===== src/rtl/pnl_pkg.sv =====
// Shared types and register map for the panel bus bridge.
package pnl_pkg;
    typedef enum logic [1:0] {OP_WR1, OP_WR2, OP_RD} pnl_op_e;

    localparam int OFS_STAT  = 'h00;
    localparam int OFS_CTRL  = 'h04;
    localparam int OFS_PIX   = 'h08;
    localparam int OFS_LINE  = 'h0C;
    localparam int OFS_CMD   = 'h10;
    localparam int OFS_PARAM = 'h14;
    localparam int OFS_DATA  = 'h18;
    localparam int OFS_RDD   = 'h1C;
    localparam int OFS_RDS   = 'h20;
    localparam int OFS_CFG0  = 'h24;
    localparam int OFS_CFG1  = 'h28;
    localparam int OFS_TIM0  = 'h2C;
    localparam int OFS_TIM1  = 'h30;

    localparam logic [31:0] CFG_RESET = 32'h0031_0000;
    localparam logic [31:0] CFG_MASK  = 32'h003F_1FFF;
endpackage


===== src/rtl/pnl_regs.sv =====
// Register file, pixel counter and transfer-busy tracking.
// Assumes: panel accesses are accepted only while the sequencer is idle.
module pnl_regs
    import pnl_pkg::*;
#(
    parameter int ADDR_W = 6,
    parameter int PIX_W  = 16,
    parameter int LINE_W = 11
) (
    input  logic              clk,
    input  logic              rst_n,
    input  logic              wr_en,
    input  logic [ADDR_W-1:0] addr,
    input  logic [31:0]       wdata,
    output logic [31:0]       rdata,
    input  logic              seq_active,
    input  logic              rx_valid,
    input  logic [15:0]       rx_data,
    output logic              req_valid,
    output pnl_op_e           req_op,
    output logic              req_a0,
    output logic [1:0]        req_sel,
    output logic              busy,
    output logic              frame_done
);
    logic [3:0]        ctrl;
    logic [PIX_W-1:0]  pixcnt;
    logic [LINE_W-1:0] line_no;
    logic [31:0]       cfg [2];
    logic [31:0]       tim [2];
    logic [15:0]       rxbuf;
    logic              is_panel_acc;
    logic              dec_req;
    logic              start_ok;

    // Decode panel-access offsets and build the sequencer request.
    always_comb begin
        is_panel_acc = 1'b0;
        req_op       = OP_WR1;
        req_a0       = 1'b1;
        dec_req      = 1'b0;
        case (addr)
            ADDR_W'(OFS_CMD):   begin is_panel_acc = 1'b1; req_a0 = 1'b0; end
            ADDR_W'(OFS_PARAM): begin is_panel_acc = 1'b1; end
            ADDR_W'(OFS_DATA):  begin is_panel_acc = 1'b1; req_op = OP_WR2; dec_req = 1'b1; end
            ADDR_W'(OFS_RDD):   begin is_panel_acc = 1'b1; req_op = OP_RD; dec_req = 1'b1; end
            ADDR_W'(OFS_RDS):   begin is_panel_acc = 1'b1; req_op = OP_RD; req_a0 = 1'b0; dec_req = 1'b1; end
            default: ;
        endcase
        req_valid = wr_en && is_panel_acc && !seq_active;
        req_sel   = (req_op == OP_RD && ctrl[3:2] == 2'b11) ? 2'b01 : ctrl[3:2];
        start_ok  = ((cfg[0][3:2] & cfg[1][3:2]) == 2'b00);
    end

    // Register updates, counter decrement and transfer completion.
    always_ff @(posedge clk) begin
        if (!rst_n) begin
            ctrl       <= '0;
            pixcnt     <= '0;
            line_no    <= '0;
            cfg[0]     <= CFG_RESET;
            cfg[1]     <= CFG_RESET;
            tim[0]     <= '0;
            tim[1]     <= '0;
            rxbuf      <= '0;
            busy       <= 1'b0;
            frame_done <= 1'b0;
        end else begin
            frame_done <= 1'b0;
            if (rx_valid)
                rxbuf <= rx_data;
            if (wr_en) begin
                case (addr)
                    ADDR_W'(OFS_CTRL): begin
                        ctrl <= wdata[3:0];
                        if (wdata[4] && wdata[0] && !busy && start_ok)
                            busy <= 1'b1;
                    end
                    ADDR_W'(OFS_PIX):  pixcnt  <= wdata[PIX_W-1:0];
                    ADDR_W'(OFS_LINE): line_no <= wdata[LINE_W-1:0];
                    ADDR_W'(OFS_CFG0): cfg[0]  <= wdata & CFG_MASK;
                    ADDR_W'(OFS_CFG1): cfg[1]  <= wdata & CFG_MASK;
                    ADDR_W'(OFS_TIM0): tim[0]  <= wdata;
                    ADDR_W'(OFS_TIM1): tim[1]  <= wdata;
                    default: ;
                endcase
            end
            if (req_valid && dec_req && pixcnt != '0) begin
                pixcnt <= pixcnt - 1'b1;
                if (pixcnt == PIX_W'(1) && busy) begin
                    busy       <= 1'b0;
                    frame_done <= 1'b1;
                end
            end
        end
    end

    // Read-back multiplexer.
    always_comb begin
        case (addr)
            ADDR_W'(OFS_STAT): rdata = {23'd0, busy, 7'd0, 1'b1};
            ADDR_W'(OFS_CTRL): rdata = {28'd0, ctrl};
            ADDR_W'(OFS_PIX):  rdata = 32'(pixcnt);
            ADDR_W'(OFS_LINE): rdata = 32'(line_no);
            ADDR_W'(OFS_RDD),
            ADDR_W'(OFS_RDS):  rdata = {16'd0, rxbuf};
            ADDR_W'(OFS_CFG0): rdata = cfg[0];
            ADDR_W'(OFS_CFG1): rdata = cfg[1];
            ADDR_W'(OFS_TIM0): rdata = tim[0];
            ADDR_W'(OFS_TIM1): rdata = tim[1];
            default:           rdata = '0;
        endcase
    end
endmodule


===== src/rtl/pnl_seq.sv =====
// Panel bus sequencer: one strobe clock per word, one idle clock after it.
// Assumes: req_valid only arrives while the sequencer is idle.
module pnl_seq
    import pnl_pkg::*;
#(
    parameter int NPANEL = 2
) (
    input  logic              clk,
    input  logic              rst_n,
    input  logic              req_valid,
    input  pnl_op_e           req_op,
    input  logic              req_a0,
    input  logic [NPANEL-1:0] req_sel,
    input  logic [31:0]       req_data,
    output logic              active,
    output logic              rx_valid,
    output logic [15:0]       rx_data,
    output logic [15:0]       pb_dout,
    output logic              pb_oe,
    input  logic [15:0]       pb_din,
    output logic              pb_a0,
    output logic              pb_wr_n,
    output logic              pb_rd_n,
    output logic [NPANEL-1:0] pb_cs_n
);
    typedef enum logic [2:0] {S_IDLE, S_WSTB, S_WGAP, S_RSTB, S_RGAP} seq_st_e;
    seq_st_e           st;
    logic [15:0]       data_q;
    logic [15:0]       hi_q;
    logic              second_q;
    logic              a0_q;
    logic [NPANEL-1:0] sel_q;
    logic              stb;

    // Step through strobe and gap states, one word at a time.
    always_ff @(posedge clk) begin
        if (!rst_n) begin
            st       <= S_IDLE;
            data_q   <= '0;
            hi_q     <= '0;
            second_q <= 1'b0;
            a0_q     <= 1'b0;
            sel_q    <= '0;
        end else begin
            case (st)
                S_IDLE: if (req_valid) begin
                    data_q   <= req_data[15:0];
                    hi_q     <= req_data[31:16];
                    second_q <= (req_op == OP_WR2);
                    a0_q     <= req_a0;
                    sel_q    <= req_sel;
                    st       <= (req_op == OP_RD) ? S_RSTB : S_WSTB;
                end
                S_WSTB: st <= S_WGAP;
                S_WGAP: begin
                    if (second_q) begin
                        data_q   <= hi_q;
                        second_q <= 1'b0;
                        st       <= S_WSTB;
                    end else begin
                        st <= S_IDLE;
                    end
                end
                S_RSTB: st <= S_RGAP;
                default: st <= S_IDLE;
            endcase
        end
    end

    assign stb      = (st == S_WSTB) || (st == S_RSTB);
    assign active   = (st != S_IDLE);
    assign rx_valid = (st == S_RSTB);
    assign rx_data  = pb_din;
    assign pb_dout  = data_q;
    assign pb_oe    = (st == S_WSTB);
    assign pb_a0    = a0_q;
    assign pb_wr_n  = !(st == S_WSTB);
    assign pb_rd_n  = !(st == S_RSTB);

    // One chip select per panel, low only during a strobe.
    for (genvar p = 0; p < NPANEL; p++) begin : g_cs
        assign pb_cs_n[p] = !(stb && sel_q[p]);
    end
endmodule


===== src/rtl/panel_bridge.sv =====
// Top: register bus to shared 16-bit command-mode panel bus, two panels.
// Assumes: a single clock domain; reg_rdata follows reg_addr combinationally.
module panel_bridge
    import pnl_pkg::*;
#(
    parameter int ADDR_W = 6,
    parameter int PIX_W  = 16
) (
    input  logic              clk,
    input  logic              rst_n,
    input  logic              reg_wr_en,
    input  logic [ADDR_W-1:0] reg_addr,
    input  logic [31:0]       reg_wdata,
    output logic [31:0]       reg_rdata,
    output logic              seq_active,
    output logic              frame_done,
    output logic [15:0]       pb_dout,
    output logic              pb_oe,
    input  logic [15:0]       pb_din,
    output logic              pb_a0,
    output logic              pb_wr_n,
    output logic              pb_rd_n,
    output logic [1:0]        pb_cs_n
);
    localparam int NPANEL = 2;

    logic              req_valid;
    pnl_op_e           req_op;
    logic              req_a0;
    logic [NPANEL-1:0] req_sel;
    logic              rx_valid;
    logic [15:0]       rx_data;
    logic              xfer_busy;

    pnl_regs #(.ADDR_W(ADDR_W), .PIX_W(PIX_W)) u_regs (
        .clk(clk), .rst_n(rst_n), .wr_en(reg_wr_en), .addr(reg_addr),
        .wdata(reg_wdata), .rdata(reg_rdata), .seq_active(seq_active),
        .rx_valid(rx_valid), .rx_data(rx_data), .req_valid(req_valid),
        .req_op(req_op), .req_a0(req_a0), .req_sel(req_sel),
        .busy(xfer_busy), .frame_done(frame_done)
    );

    pnl_seq #(.NPANEL(NPANEL)) u_seq (
        .clk(clk), .rst_n(rst_n), .req_valid(req_valid), .req_op(req_op),
        .req_a0(req_a0), .req_sel(req_sel), .req_data(reg_wdata),
        .active(seq_active), .rx_valid(rx_valid), .rx_data(rx_data),
        .pb_dout(pb_dout), .pb_oe(pb_oe), .pb_din(pb_din), .pb_a0(pb_a0),
        .pb_wr_n(pb_wr_n), .pb_rd_n(pb_rd_n), .pb_cs_n(pb_cs_n)
    );
endmodule


===== config.mk =====
export PLATFORM = sky130hd
export DESIGN_NAME = panel_bridge
export DESIGN_NICKNAME = d
export VERILOG_FILES = /design/src/rtl/pnl_pkg.sv /design/src/rtl/pnl_regs.sv /design/src/rtl/pnl_seq.sv /design/src/rtl/panel_bridge.sv
export SDC_FILE = /design/constraint.sdc
export NUM_CORES = 1
export LEC_CHECK = 0
export ABC_AREA = 1
export CORE_MARGIN = 5
export CORE_UTILIZATION = 40
export CTS_CLUSTER_SIZE = 16
export DETAILED_ROUTE_END_ITERATION = 16
export GPL_ROUTABILITY_DRIVEN = 0
export MAX_ROUTING_LAYER = met4
export SETUP_SLACK_MARGIN = 0.05
export SYNTH_ARGS = -nofsm -noshare
export SYNTH_HDL_FRONTEND = slang
export SYNTH_SLANG_ARGS = --single-unit

===== constraint.sdc =====
create_clock -name clk -period 3.77 [get_ports clk]
set_clock_uncertainty 0.1 [all_clocks]
set_input_delay 0.5655 -clock clk [delete_from_list [all_inputs] [get_ports clk]]
set_output_delay 0.5655 -clock clk [all_outputs]
set_load 0.005 [all_outputs]

==> results.sh <==
export IMPL_drt_wl_total_um=24300
export IMPL_crit_fanout=13
export IMPL_hpwl_um=16700
export IMPL_wl_per_cell_um=18.0
export IMPL_cts_sinks=190
export IMPL_cts_buffers=17
export IMPL_grt_busiest_layer="met2"
export IMPL_p_per_area_nw_per_um2=418
export IMPL_layout_nets=1119
export IMPL_ys_seq_area_share_pct=57.3
export IMPL_fmax_mhz=287
export IMPL_cp_startpoint="reg_addr[5]"
export IMPL_core_um2=20900
export IMPL_drv_cap=0
export IMPL_cts_root_buf="clkbuf_16"
export IMPL_hold_path_startpoint="u_seq.hi_q[15]"
export IMPL_post_route_min_period_ps=3480
export IMPL_cpMaxStageDelayCell="clkdlybuf4s50_1"
export IMPL_final_hold_viol_count=0
export IMPL_ir_drop_uv=331
export IMPL_status="finished clean"
export IMPL_ctsHoldBuffers=0
export IMPL_crit_type="in -> out"
export IMPL_synth_area_um2=8420
export IMPL_setup_viol=0
export IMPL_cp_top_family="buffers and inverters"
export IMPL_cts_resized=0
export IMPL_grt_total_usage_pct=21.1
export IMPL_synth_avg_cell_area_um2=8.87
export IMPL_hold_class="reg -> reg"
export IMPL_area_growth_pct=24.4
export IMPL_postCtsSetupBuffers=0
export IMPL_drc=0
export IMPL_clkTransAtPathRegs_ps=70
export IMPL_r2r_start="u_regs.pixcnt[6]"
export IMPL_cts_buffer_depth=2
export IMPL_cts_htree_levels=4
export IMPL_initial_core_util_pct=40.3
export IMPL_n_antenna_cell=0
export IMPL_io_buffers=112
export IMPL_holdWs_ps=366
export IMPL_startpoint_type="input pin"
export IMPL_drive_above_1_share_pct=7.56
export IMPL_syn_nets=1009
export IMPL_yosysUniqueCellTypes=40
export IMPL_firstDrtPassIters=6
export IMPL_cp_end_kind="output pin"
export IMPL_worst_slew_pin_slew_ps=634
export IMPL_design_area_um2=10500
export IMPL_die_area_um2=24000
export IMPL_min_period_over_period_pct=92.4
export IMPL_power_mw=4.38
export IMPL_yosys_warnings=0
export IMPL_die_y_um=155
export IMPL_cp_common_cell="clkdlybuf4s50_1"
export IMPL_drtAntennaViolNets=0
export IMPL_core_rowCount=53
export IMPL_vias_per_cell=5.11
export IMPL_grt_start_max_net_pins=39
export IMPL_slew_headroom_pct=57.6
export IMPL_grt_use_met1_pct=28.4
export IMPL_die_w_um=155
export IMPL_fillers=2018
export IMPL_overflow=0
export IMPL_leakagePower_nw=4.09
export IMPL_syn_instance_count=949
export IMPL_grt_use_met3_pct=4.09
export IMPL_ioPinCount=113
export IMPL_use_met2_pct=33.0
export IMPL_critical_path_arrival_ps=2820
export IMPL_rsz0062_at_grt="no"
export IMPL_tns_ps=0
export IMPL_slowest_delay_ps=510
export IMPL_multi_input_area_um2=3070
export IMPL_crit_buf_inv=4
export IMPL_synthArstFlopShare_pct=0
export IMPL_maxSlewViolCount=0
export IMPL_final_seq_area_um2=4820
export IMPL_synth_seq_cells=190
export IMPL_vias=6883
export IMPL_cp_required_ps=3100
export IMPL_drt_iter0_drc=618
export IMPL_synth_edf_count=102
export IMPL_cts_tree="done"
export IMPL_dpl_cell_area_um2=9880
export IMPL_insertion_delay_ps=430
export IMPL_dominantRegCellSynth="edfxtp_1"
export IMPL_crit_chain="clkdlybuf4s50_1 > inv_2 > nor2_2 > nand3_1 > nand2_1 > buf_4 > a22oi_1 > nand4_1 > clkdlybuf4s50_1"
export IMPL_antenna_found_initial=0
export IMPL_grt_pass1_wl_um=38000
export IMPL_grt_pass1_vias=6772
## cell usage after synthesis (all sizes together), types with 3 or more instances
| cell | n | share of area [%] |
|---|---|---|
| o21ai | 67 | 4.0 |
| nand2 | 218 | 9.8 |
| a21oi | 59 | 3.6 |
| dfxtp | 88 | 21 |
| xor2 | 14 | 1.5 |
| buf | 20 | 1.6 |
| nand4 | 5 | 0.37 |
| nor2 | 153 | 7.3 |
| nand3 | 46 | 3.1 |
| a22oi | 30 | 2.7 |
| nor3 | 6 | 0.54 |
| edfxtp | 102 | 36 |
| ha | 3 | 0.45 |
| inv | 78 | 3.5 |
| a22o | 10 | 1.0 |
| nand3b | 3 | 0.27 |
| a221oi | 6 | 0.62 |
| o2111ai | 4 | 0.42 |
| clkbuf | 25 | 1.1 |
| o21bai | 3 | 0.31 |
| clkinv | 4 | 0.19 |
## final cells by class
cell class,count,share of cell area [%]
Inverter,82,2.95
Clock buffer,20,4.17
Clock inverter,12,1.48
Timing Repair Buffer,136,12.7
Sequential cell,190,46.1
Multi-Input combinational cell,632,29.4
Tap cell,275,3.29
## cell usage in the layout, fill, tap and decap left out, types with 10 or more instances in the layout
cell type,count
nand2_1,216
buf_4,22
nor2_1,145
a22oi_1,30
clkbuf_16,17
clkdlybuf4s50_1,112
xor2_1,14
edfxtp_1,102
inv_1,73
a22o_1,10
o21ai_0,64
a21oi_1,58
dfxtp_1,88
nand3_1,43
## worst min-delay path: stages (launching register included)
cell	delay [ps]
dfxtp_1	310
nand2_1	60
a21oi_1	50
## metrics by stage
step | instances | setup WS, ps | util, %
floorplan | 949 | 753 | -
global placement | 1315 | 283 | 47.3
detailed placement | 1315 | 261 | 47.3
CTS | 1347 | 251 | 50.1
global route | 1347 | 82.8 | 50.1
finish | 1347 | 287 | 50.1
## cell families (layout without fill, tap and decap cells)
kind of cell / count (synthesis) / in the layout / share of synthesized area [%]
buffers and inverters: 127 / 250 / 6.39
flip-flops: 190 / 190 / 57.3
adder cells (fa/ha/maj): 3 / 3 / 0.446
XOR/XNOR: 14 / 14 / 1.46
AO/OA/AOI/OAI: 180 / 180 / 12.7
AND/OR/NAND/NOR: 435 / 435 / 21.7
## path summary, 6_finish.rpt
check	end	slack, ps	cells after the start
setup / recovery	reg_rdata[1]	290	9
hold / removal	u_seq.hi_q[15]	370	2
setup reg to reg	u_regs.pixcnt[0]	1380	10
hold reg to reg	u_seq.hi_q[15]	370	2
## sequential cells by signal, indices dropped and copies added (netlist names)
register / count
u_regs.cfg: 38
u_regs.ctrl: 4
u_seq.st: 3
u_regs.tim: 64
u_regs.line_no: 11
u_regs.rxbuf: 16
u_regs.frame_done: 1
u_seq.hi_q: 16
u_seq.second_q: 1
u_seq.pb_a0: 1
u_regs.busy: 1
u_seq.pb_dout: 16
u_seq.sel_q: 2
u_regs.pixcnt: 16
## where the power goes
| group | switching [mW] | internal, mW |
|---|---|---|
| sequential | 0.0246 | 2.25 |
| combinational | 0.171 | 0.116 |
| clock | 0.826 | 0.999 |
## per-layer routing
layer	up-vias	wire length, µm
met1	3247	10900
met4	0	435
li1	3388	-
met3	30	1580
met5	-	0
met2	218	11400
(Power assumes the default switching activity.)
